## src/rtl/wdog2_pkg.sv

```systemverilog
// Package: shared encodings for the two-stage watchdog.
// Assumes: stage code values are visible at the top as a 2-bit number.
package wdog2_pkg;
    typedef enum logic [1:0] {
        ST_IDLE = 2'd0,
        ST_ONE  = 2'd1,
        ST_TWO  = 2'd2
    } stage_e;

    localparam logic [1:0] ITYPE_IRQ = 2'd0;
    localparam logic [1:0] ITYPE_SMI = 2'd2;
endpackage

```

## src/rtl/wdog2_regs.sv

```systemverilog
// Module: control and preload storage for the watchdog.
// Holds the configuration fields, the lockable controls and both preloads.
// Produces one-cycle start/stop requests when an accepted control write
// changes the enable. Assumes write strobes are single-cycle.
module wdog2_regs #(
    parameter int CNT_W = 20
) (
    input  logic             clk,
    input  logic             rst_n,
    input  logic             cfg_wr,
    input  logic             cfg_reboot_n,
    input  logic             cfg_fast,
    input  logic [1:0]       cfg_itype,
    input  logic             lock_wr,
    input  logic             lock_set,
    input  logic             lock_en,
    input  logic             lock_free,
    input  logic             pre1_wr,
    input  logic             pre2_wr,
    input  logic [CNT_W-1:0] pre_data,
    output logic             reboot_en,
    output logic             fast,
    output logic [1:0]       itype,
    output logic             free_run,
    output logic             enabled,
    output logic             locked,
    output logic             en_start,
    output logic             en_stop,
    output logic [CNT_W-1:0] pre1,
    output logic [CNT_W-1:0] pre2
);
    localparam logic [CNT_W-1:0] PRE_RST = '1;

    logic reboot_n_q;
    logic lock_ok;

    // A control write takes effect only while the lock is open.
    assign lock_ok   = lock_wr & ~locked;
    assign en_start  = lock_ok & lock_en & ~enabled;
    assign en_stop   = lock_ok & ~lock_en;
    assign reboot_en = ~reboot_n_q;

    // Configuration fields; never locked.
    always_ff @(posedge clk) begin
        if (!rst_n) begin
            reboot_n_q <= 1'b0;
            fast       <= 1'b0;
            itype      <= 2'd0;
        end else if (cfg_wr) begin
            reboot_n_q <= cfg_reboot_n;
            fast       <= cfg_fast;
            itype      <= cfg_itype;
        end
    end

    // Lockable controls; frozen once the lock bit is written.
    always_ff @(posedge clk) begin
        if (!rst_n) begin
            locked   <= 1'b0;
            enabled  <= 1'b0;
            free_run <= 1'b0;
        end else if (lock_ok) begin
            locked   <= lock_set;
            enabled  <= lock_en;
            free_run <= lock_free;
        end
    end

    // Preload registers for the two phases.
    always_ff @(posedge clk) begin
        if (!rst_n) begin
            pre1 <= PRE_RST;
            pre2 <= PRE_RST;
        end else begin
            if (pre1_wr) pre1 <= pre_data;
            if (pre2_wr) pre2 <= pre_data;
        end
    end
endmodule

```

## src/rtl/wdog2_prescale.sv

```systemverilog
// Module: step prescaler.
// Counts reference ticks and issues one step every 2^FAST_SHIFT or
// 2^SLOW_SHIFT ticks. It is cleared whenever the phase reloads or the
// timer is idle, so every phase starts on a full step.
// Assumes FAST_SHIFT < SLOW_SHIFT.
module wdog2_prescale #(
    parameter int SLOW_SHIFT = 15,
    parameter int FAST_SHIFT = 5
) (
    input  logic clk,
    input  logic rst_n,
    input  logic ref_tick,
    input  logic fast,
    input  logic run,
    input  logic reload,
    output logic step
);
    localparam int PRE_W = SLOW_SHIFT;
    localparam logic [PRE_W-1:0] SLOW_LAST = '1;
    localparam logic [PRE_W-1:0] FAST_LAST =
        {{(SLOW_SHIFT-FAST_SHIFT){1'b0}}, {FAST_SHIFT{1'b1}}};
    localparam logic [PRE_W-1:0] PRE_ONE = {{(PRE_W-1){1'b0}}, 1'b1};

    logic [PRE_W-1:0] pre_q;
    logic             hit;

    // Terminal count for the selected scale.
    assign hit  = (pre_q == (fast ? FAST_LAST : SLOW_LAST));
    assign step = run & ref_tick & hit;

    // Tick counter, wrapped at the terminal count.
    always_ff @(posedge clk) begin
        if (!rst_n || reload || !run) begin
            pre_q <= '0;
        end else if (ref_tick) begin
            pre_q <= hit ? '0 : pre_q + PRE_ONE;
        end
    end
endmodule

```

## src/rtl/wdog2_stage.sv

```systemverilog
// Module: phase sequencer and down-counter.
// Tracks the current phase, counts steps down from the preload and
// produces the registered interrupt, reset-request and flag outputs.
// Priority per cycle: stop > restart of phase 1 > expiry > count.
module wdog2_stage
    import wdog2_pkg::*;
#(
    parameter int CNT_W = 20
) (
    input  logic             clk,
    input  logic             rst_n,
    input  logic             enabled,
    input  logic             en_start,
    input  logic             en_stop,
    input  logic             kick,
    input  logic             step,
    input  logic [CNT_W-1:0] pre1,
    input  logic [CNT_W-1:0] pre2,
    input  logic             reboot_en,
    input  logic             free_run,
    input  logic [1:0]       itype,
    input  logic             flag_clr,
    output stage_e           stage_q,
    output logic             run,
    output logic             reload,
    output logic             irq_pulse,
    output logic             smi_pulse,
    output logic             rst_req,
    output logic             prev_reboot
);
    localparam logic [CNT_W-1:0] CNT_ONE = {{(CNT_W-1){1'b0}}, 1'b1};
    localparam int               N_CHAN  = 2;
    localparam logic [2*N_CHAN-1:0] CHAN_CODES = {ITYPE_SMI, ITYPE_IRQ};

    logic [CNT_W-1:0]  cnt_q;
    logic              restart1;
    logic              expire;
    logic              exp1;
    logic              exp2;
    logic [N_CHAN-1:0] chan_q;

    // Event decode for this cycle.
    assign run      = (stage_q != ST_IDLE);
    assign restart1 = en_start | (enabled & kick & ~en_stop);
    assign expire   = run & step & (cnt_q <= CNT_ONE);
    assign exp1     = expire & ~restart1 & ~en_stop & (stage_q == ST_ONE);
    assign exp2     = expire & ~restart1 & ~en_stop & (stage_q == ST_TWO);
    assign reload   = en_stop | restart1 | expire;

    // Phase state and down-counter.
    always_ff @(posedge clk) begin
        if (!rst_n) begin
            stage_q <= ST_IDLE;
            cnt_q   <= '0;
        end else if (en_stop) begin
            stage_q <= ST_IDLE;
        end else if (restart1) begin
            stage_q <= ST_ONE;
            cnt_q   <= pre1;
        end else if (exp1) begin
            stage_q <= ST_TWO;
            cnt_q   <= pre2;
        end else if (exp2) begin
            if (free_run) begin
                stage_q <= ST_ONE;
                cnt_q   <= pre1;
            end else begin
                stage_q <= ST_IDLE;
            end
        end else if (run && step) begin
            cnt_q <= cnt_q - CNT_ONE;
        end
    end

    // One registered pulse per interrupt channel, chosen by type code.
    for (genvar gi = 0; gi < N_CHAN; gi++) begin : g_chan
        always_ff @(posedge clk) begin
            if (!rst_n) chan_q[gi] <= 1'b0;
            else        chan_q[gi] <= exp1 && (itype == CHAN_CODES[2*gi +: 2]);
        end
    end
    assign irq_pulse = chan_q[0];
    assign smi_pulse = chan_q[1];

    // Reset request pulse and sticky cause flag; a set beats a clear.
    always_ff @(posedge clk) begin
        if (!rst_n) begin
            rst_req     <= 1'b0;
            prev_reboot <= 1'b0;
        end else begin
            rst_req <= exp2 & reboot_en;
            if (exp2 && reboot_en) prev_reboot <= 1'b1;
            else if (flag_clr)     prev_reboot <= 1'b0;
        end
    end
endmodule

```

## src/rtl/wdog2_top.sv

```systemverilog
// Module: two-stage watchdog top level.
// Connects control storage, prescaler and phase sequencer.
// Assumes all strobes are synchronous to clk; ref_tick is an enable.
module wdog2_top
    import wdog2_pkg::*;
#(
    parameter int CNT_W      = 20,
    parameter int SLOW_SHIFT = 15,
    parameter int FAST_SHIFT = 5
) (
    input  logic             clk,
    input  logic             rst_n,
    input  logic             ref_tick,
    input  logic             cfg_wr,
    input  logic             cfg_reboot_n,
    input  logic             cfg_fast,
    input  logic [1:0]       cfg_itype,
    input  logic             lock_wr,
    input  logic             lock_set,
    input  logic             lock_en,
    input  logic             lock_free,
    input  logic             pre1_wr,
    input  logic             pre2_wr,
    input  logic [CNT_W-1:0] pre_data,
    input  logic             kick,
    input  logic             flag_clr,
    output logic             irq_pulse,
    output logic             smi_pulse,
    output logic             rst_req,
    output logic             prev_reboot,
    output logic [1:0]       stage_num
);
    logic             reboot_en_w;
    logic             fast_w;
    logic [1:0]       itype_w;
    logic             free_run_w;
    logic             enabled_w;
    logic             locked_w;
    logic             en_start_w;
    logic             en_stop_w;
    logic [CNT_W-1:0] pre1_w;
    logic [CNT_W-1:0] pre2_w;
    logic             step_w;
    logic             run_w;
    logic             reload_w;
    stage_e           stage_w;

    wdog2_regs #(.CNT_W(CNT_W)) u_regs (
        .clk          (clk),
        .rst_n        (rst_n),
        .cfg_wr       (cfg_wr),
        .cfg_reboot_n (cfg_reboot_n),
        .cfg_fast     (cfg_fast),
        .cfg_itype    (cfg_itype),
        .lock_wr      (lock_wr),
        .lock_set     (lock_set),
        .lock_en      (lock_en),
        .lock_free    (lock_free),
        .pre1_wr      (pre1_wr),
        .pre2_wr      (pre2_wr),
        .pre_data     (pre_data),
        .reboot_en    (reboot_en_w),
        .fast         (fast_w),
        .itype        (itype_w),
        .free_run     (free_run_w),
        .enabled      (enabled_w),
        .locked       (locked_w),
        .en_start     (en_start_w),
        .en_stop      (en_stop_w),
        .pre1         (pre1_w),
        .pre2         (pre2_w)
    );

    wdog2_prescale #(.SLOW_SHIFT(SLOW_SHIFT), .FAST_SHIFT(FAST_SHIFT)) u_pre (
        .clk      (clk),
        .rst_n    (rst_n),
        .ref_tick (ref_tick),
        .fast     (fast_w),
        .run      (run_w),
        .reload   (reload_w),
        .step     (step_w)
    );

    wdog2_stage #(.CNT_W(CNT_W)) u_stage (
        .clk         (clk),
        .rst_n       (rst_n),
        .enabled     (enabled_w),
        .en_start    (en_start_w),
        .en_stop     (en_stop_w),
        .kick        (kick),
        .step        (step_w),
        .pre1        (pre1_w),
        .pre2        (pre2_w),
        .reboot_en   (reboot_en_w),
        .free_run    (free_run_w),
        .itype       (itype_w),
        .flag_clr    (flag_clr),
        .stage_q     (stage_w),
        .run         (run_w),
        .reload      (reload_w),
        .irq_pulse   (irq_pulse),
        .smi_pulse   (smi_pulse),
        .rst_req     (rst_req),
        .prev_reboot (prev_reboot)
    );

    // Expose the phase code.
    assign stage_num = stage_w;
endmodule

```

## config.mk

```make
export PLATFORM = sky130hd
export DESIGN_NAME = wdog2_top
export DESIGN_NICKNAME = d
export VERILOG_FILES = /design/src/rtl/wdog2_pkg.sv /design/src/rtl/wdog2_regs.sv /design/src/rtl/wdog2_prescale.sv /design/src/rtl/wdog2_stage.sv /design/src/rtl/wdog2_top.sv
export SDC_FILE = /design/constraint.sdc
export NUM_CORES = 1
export LEC_CHECK = 0
export BUFFER_PORTS_ARGS = -buffer_cell sky130_fd_sc_hd__buf_2
export CAP_MARGIN = 20
export CORE_UTILIZATION = 58
export DETAILED_ROUTE_END_ITERATION = 10
export GPL_TIMING_DRIVEN = 0
export HOLD_SLACK_MARGIN = 0.05
export PLACE_DENSITY_LB_ADDON = 0.08
export SLEW_MARGIN = 40
export SYNTH_ARGS = -nofsm -noshare
export SYNTH_HDL_FRONTEND = slang
export SYNTH_SLANG_ARGS = --single-unit
```

## constraint.sdc

```tcl
create_clock -name clk -period 3.6 [get_ports clk]
set_input_delay 1.08 -clock clk [delete_from_list [all_inputs] [get_ports clk]]
set_output_delay 1.08 -clock clk [all_outputs]
set_load 0.01 [all_outputs]
```

==> results of run 1 <==
[per-layer routing]
layer  share of wire  up-vias  wire length (um)
li1                -     1692                 -
met1            0.47     1632              4274
met2            0.47       70              4272
met3           0.044       15               402
met4           0.018        0               163
met5               0        -                 0
[cell type report]
class,instances,area [sq um],share of cell area
multi-input combinational,334,2198,0.4794
sequential,88,1762,0.3842
timing repair buffer,37,185.2,0.04038
clock buffer,9,123.9,0.02701
tap,96,120.1,0.02619
buffer,24,117.6,0.02565
clock inverter,7,52.55,0.01146
inverter,7,26.28,0.005730
[report_power, final]
group	total, W	internal [W]	leakage [nW]	switching (W)
logic	0.000457	0.000201	1.03	0.000256
registers	0.00111	0.00104	0.723	0.0000674
clock network	0.000632	0.000258	0.0908	0.000374
total	0.00220	0.00150	1.85	0.000698
[synthesized netlist by cell type, types with 12 or more instances]
cell      count
xnor2_1      12
nor3_1       15
dfxtp_1      88
nand2_1      72
clkbuf_1     17
o21ai_0      17
o22ai_1      18
o21ai_1      17
nor2_1       28
nor2b_1      13
xor2_1       18
mux2i_1      46
[through the flow]
| step | cell area [sq um] | std cells |
|---|---|---|
| 2_1_floorplan | 4098 | 453 |
| 3_3_place_gp | 4403 | 586 |
| 3_5_place_dp | 4403 | 586 |
| 4_1_cts | 4579 | 602 |
| 5_1_grt | 4586 | 602 |
| 6_report | 4586 | 602 |
[state kept, by name, summed over array words and instances (netlist names)]
signal               count
u_stage.cnt_q           20
u_regs.enabled           1
u_stage.irq_pulse        1
u_regs.itype             2
u_stage.smi_pulse        1
u_stage.rst_req          1
u_pre.pre_q             15
u_regs.free_run          1
u_stage.prev_reboot      1
u_regs.locked            1
u_regs.pre1             20
u_regs.reboot_n_q        1
u_regs.pre2             20
u_regs.fast              1
u_stage.stage_q          2
[how the worst max path moves through the flow]
stage | slack [ns] | depth (start not counted) | endpoint | startpoint
CTS | 0.55 | 10 | u_stage.cnt_q[17]$_SDFFE_PN0P_ | lock_wr
global route | 0.38 | 10 | u_stage.cnt_q[11]$_SDFFE_PN0P_ | lock_en
floorplan | 0.64 | 10 | u_stage.cnt_q[4]$_SDFFE_PN0P_ | lock_wr
global placement | 0.20 | 10 | u_stage.cnt_q[11]$_SDFFE_PN0P_ | lock_en
finish | 0.55 | 10 | u_stage.cnt_q[11]$_SDFFE_PN0P_ | lock_en
detailed placement | 0.18 | 10 | u_stage.cnt_q[11]$_SDFFE_PN0P_ | lock_en
[worst register-to-register path, delay by kind of cell (launching register included)]
family / cells / cell delay, ns
compound gates: 5 / 1.47
buf+inv: 1 / 0.30
flops: 1 / 0.45
simple gates: 1 / 0.49
[kinds of logic (layout without fill, tap and decap cells)]
family          count (synthesis)  in the layout  share of synthesized area
buf+inv                        31             84                    0.03511
fa+ha+maj                       3              3                   0.009161
compound gates                 85             85                     0.1398
mux                            46             46                     0.1124
flops                          88             88                     0.4299
simple gates                  170            170                     0.2095
xor+xnor                       30             30                    0.06412
==> reports/results.txt, run 1 <==
status = finished, final reports clean
Synth Flop Type = dfxtp_1
max-cap violations = 0
final hold vios = 0
CP max-delay cell = or3b_2
GRT Max-Usage Layer = met2
CTS tree = yes
Yosys warnings = 0
Num CTS Buffers = 9
Hold EP = u_stage.irq_pulse$_SDFF_PN0_
overall routed net length = 9.112 mm
die width = 86.06 um
worst skew pair latency = 0.36 ns
total track usage = 0.2658
antenna violations before repair = 0
top cell type's share of synthesized area = 0.4299
Seq cells post-synth = 88
cell family with most CP delay = simple AND/OR/NAND/NOR gates
Buf+Inv Stages, Crit Path = 4
Final setup viols = 0
Worst setup SP type = input port
Post-CTS Setup Bufs = 0
placement row count = 30
min-delay src = u_regs.itype[1]$_SDFFE_PN0P_
Vias = 3409
critical path type = input port to register
Avg WL per Cell = 15.14 um
layout cells sized above 1 = 0.1403
R2R Path Start = u_regs.fast$_SDFFE_PN0P_
input/output buffers = 37
Final min period = 3.054 ns
pin count of the biggest net entering global routing = 17
H-Tree Depth = 3
R2R Setup Slk = 0.83 ns
GR Overflow Total = 0
Worst Skew = 0.01130 ns
Synth Cell Area = 4098 sq um
IO Pins = 42
Diodes inserted = 0
Nets = 540
first-pass GRT wire length = 15.44 mm
core area = 6794 sq um
Post-synth EDFFs = 0
CP cell instances = buf_2, or3b_2, clkbuf_1, o211ai_2, nand2_1, or3_1, buf_2, buf_6, o22ai_1, o21ai_1
die height = 86.06 um
Distinct cells, synth = 55
# resized after CTS = 0
total power = 0.002196 W
period utilisation layout = 0.8484
Worst-path clk slew = 0.10 ns
dpl ws = 0.1796 ns
worst hold path type = register to register
Fin Setup TNS = 0 ns
utilization after layout = 0.6750
die area = 7405 sq um
capturing point of the worst reg2reg path = u_stage.cnt_q[14]$_SDFFE_PN0P_
final max-slew violation count = 0
Most common cell on crit path = buf_2
FMAX = 327.4 MHz
CTS root buf = clkbuf_8
cells after synthesis = 453
met1 usage = 0.3412
leakage = 1.848 nW
most area-consuming cells after synthesis = dfxtp_1 43%, mux2i_1 11%, nand2_1 6.6%
# fillers = 559
Power Dens Cells = 479.0 nW/um^2
drt pass-1 iters = 6
CTS Buffer Depth = 2
worst hold stages = 1
CP arrival = 3.31 ns
Synth-to-Final Area Change = 11.91%
GR Util met3 = 0.05679
RSZ-0062 raised after global routing = false
GP Congestion = 0.8642
largest area contributor in the netlist = dfxtp_1
slew of the pin with the lowest slew margin = 0.8345 ns
number of vias per cell = 5.663
final worst slack = 0.5458 ns
DRC violation count after routing = 0
count of hold-fix buffers inserted at cts = 0
met2 GRT Util = 0.4315
Syn Nets = 492
DR iter-0 viols = 162
Worst Path Max Fanout = 10
clk sinks = 88
initial core utilization = 0.6031
final hold slack = 0.4422 ns
DP HPWL = 6.367 mm
number of nets with antenna violations after routing = 0
Slew headroom = 0.4437
most common cell after layout, fill and taps aside = dfxtp_1
Worst VDD drop = 314.1 uV
average size of a mapped cell = 9.046 sq um
Max stage delay on crit path = 0.45 ns
async set or reset register ratio after synthesis = 0
vias in the first global route = 3369
most frequent cells in the layout = 88 x dfxtp_1, 72 x nand2_1, 46 x mux2i_1, 38 x buf_2, 28 x nor2_1
crit end category = register
R2R cell count = 7
CP required = 3.86 ns
post-synthesis sequential area ratio = 0.4299
(Power assumes the default switching activity.)
==> run 2, diff against run 1 <==
CORE_UTILIZATION = 53   (was 58)
clock period = 2.7 ns   (was 3.6 ns; I/O delays follow)
==> reports/results.txt, run 2 (synthesized netlist as in run 1, its figures left out) <==
Top Registers = u_regs.pre1 (20), u_regs.pre2 (20), u_stage.cnt_q (20)
CP max-delay cell = or3_1
die height = 89.93 um (+4.5%)
CP required = 2.95 ns (-0.91 ns)
Power Dens Cells = 631.7 nW/um^2 (+32%)
most frequent cells in the layout = 88 x dfxtp_1, 71 x nand2_1, 46 x mux2i_1, 38 x buf_2, 28 x nor2_1
design area = 4632 sq um (+1.0%)
layout cells sized above 1 = 0.1485 (+0.008199)
Worst setup SP type = input port
H-Tree Depth = 3 (unchanged)
Avg WL per Cell = 14.52 um (-4.0%)
CP arrival = 2.83 ns (-0.48 ns)
clk sinks = 88 (unchanged)
Final setup viols = 0 (unchanged)
Worst Path Max Fanout = 10 (unchanged)
GP Congestion = 0.8215 (-4.9%)
max-cap violations = 0 (unchanged)
CTS root buf = clkbuf_8
placed cell count = 589 (+0.51%)
DP HPWL = 6.209 mm (-2.5%)
number of vias per cell = 5.493 (-3.0%)
Slew headroom = 0.4093 (-0.03435)
CTS Buffer Depth = 2 (unchanged)
vias in the first global route = 3075 (-8.7%)
count of hold-fix buffers inserted at cts = 0 (unchanged)
drt pass-1 iters = 4 (-2)
first-pass GRT wire length = 14.64 mm (-5.2%)
FMAX = 387.9 MHz
Worst Skew = 0.007004 ns (-0.004298 ns)
IO Pins = 42 (unchanged)
Vias = 3318 (-2.7%)
Nets = 539 (-0.19%)
Max stage delay on crit path = 0.36 ns (-0.09 ns)
final hold vios = 0 (unchanged)
Synth-to-Final Area Change = 13.04%
dpl ws = -0.4740 ns (-0.6536 ns)
core area = 7370 sq um (+8.5%)
Worst VDD drop = 409.6 uV (+30%)
met2 GRT Util = 0.3577 (-0.07377)
worst hold path type = register to register
total track usage = 0.2262 (-0.03954)
number of nets with antenna violations after routing = 0 (unchanged)
final hold slack = 0.4431 ns (+0.0008730 ns)
post-route insts no fill = 604 (+0.33%)
GR Util met3 = 0.04569 (-0.01110)
period utilisation layout = 0.9548
crit end category = register
CP cell instances = buf_2, or3b_2, o2111ai_1, or3_1, buf_6, or3_1, buf_2, buf_6, o22ai_1, o21ai_1
pin count of the biggest net entering global routing = 15 (-2)
RSZ-0062 raised after global routing = false
most common cell after layout, fill and taps aside = dfxtp_1
Num CTS Buffers = 9 (unchanged)
overall routed net length = 8.773 mm (-3.7%)
critical path type = input port to register
met1 usage = 0.3039 (-0.03730)
die width = 89.93 um (+4.5%)
GR Overflow Total = 0 (unchanged)
status = finished, final reports clean
leakage = 1.851 nW (+0.17%)
Post-CTS Setup Bufs = 0 (unchanged)
slew of the pin with the lowest slew margin = 0.8860 ns (+0.05153 ns)
Final min period = 2.578 ns
initial core utilization = 0.5560 (-0.04710)
input/output buffers = 37 (unchanged)
die area = 8087 sq um (+9.2%)
DRC violation count after routing = 0 (unchanged)
placement row count = 31 (+3.3%)
final worst slack = 0.1221 ns (-0.4238 ns)
Diodes inserted = 0 (unchanged)
GRT Max-Usage Layer = met2
worst skew pair latency = 0.35 ns (about the same)
Worst-path clk slew = 0.08 ns (-0.02 ns)
placed cell area = 4407 sq um (about the same)
DR iter-0 viols = 152 (-6.2%)
final max-slew violation count = 0 (unchanged)
antenna violations before repair = 0 (unchanged)
CTS tree = yes
## run 2: cell type report
class | instances | area (sq um)
inverter | 7 | 26.28
buffer | 23 | 115.1
sequential | 88 | 1762
multi-input combinational | 334 | 2236
fill | 656 | 2738
tap | 99 | 123.9
clock inverter | 4 | 28.78
clock buffer | 12 | 155.1
timing repair buffer | 37 | 185.2
## run 2: timing repair
action	4_1_cts	5_1_grt
resized for setup	3	4
setup endpoints to repair	17	19
pin swaps	1	0
## run 2: power by group
group	leakage, nW	switching, W	total [W]	internal, W
sequential	0.723	0.0000894	0.00148	0.00139
clock	0.0886	0.000453	0.000838	0.000385
combinational	1.04	0.000339	0.000613	0.000274
total	1.85	0.000881	0.00293	0.00205
## run 2: routing by layer
metal	routed length, um	vias to the layer above
met5	0	-
met4	174	0
met3	342	13
met2	3949	65
met1	4307	1537
li1	-	1703
## run 2: path summary, 6_finish.rpt
kind | startpoint | endpoint | slack [ns] | depth (start not counted)
hold / removal | u_regs.itype[1]$_SDFFE_PN0P_ | u_stage.irq_pulse$_SDFF_PN0_ | 0.44 | 1
setup reg to reg | u_regs.fast$_SDFFE_PN0P_ | u_stage.cnt_q[12]$_SDFFE_PN0P_ | 0.20 | 8
hold reg to reg | u_regs.itype[1]$_SDFFE_PN0P_ | u_stage.irq_pulse$_SDFF_PN0_ | 0.44 | 1
setup / recovery | lock_wr | u_stage.cnt_q[12]$_SDFFE_PN0P_ | 0.12 | 10
## run 2: metrics by stage
stage	total power, W	util	TNS (ns)
CTS	0.002935	0.6238	0
finish	0.002926	0.6285	0
detailed placement	0.002098	0.5980	-11.53
floorplan	0.001952	-	0
global route	0.003096	0.6285	0
global placement	0.002085	0.5980	-10.86
## run 2: critical path, delay by kind of cell
family / cells / cell delay (ns)
buf+inv: 4 / 0.61
compound gates: 3 / 0.40
simple gates: 3 / 0.99
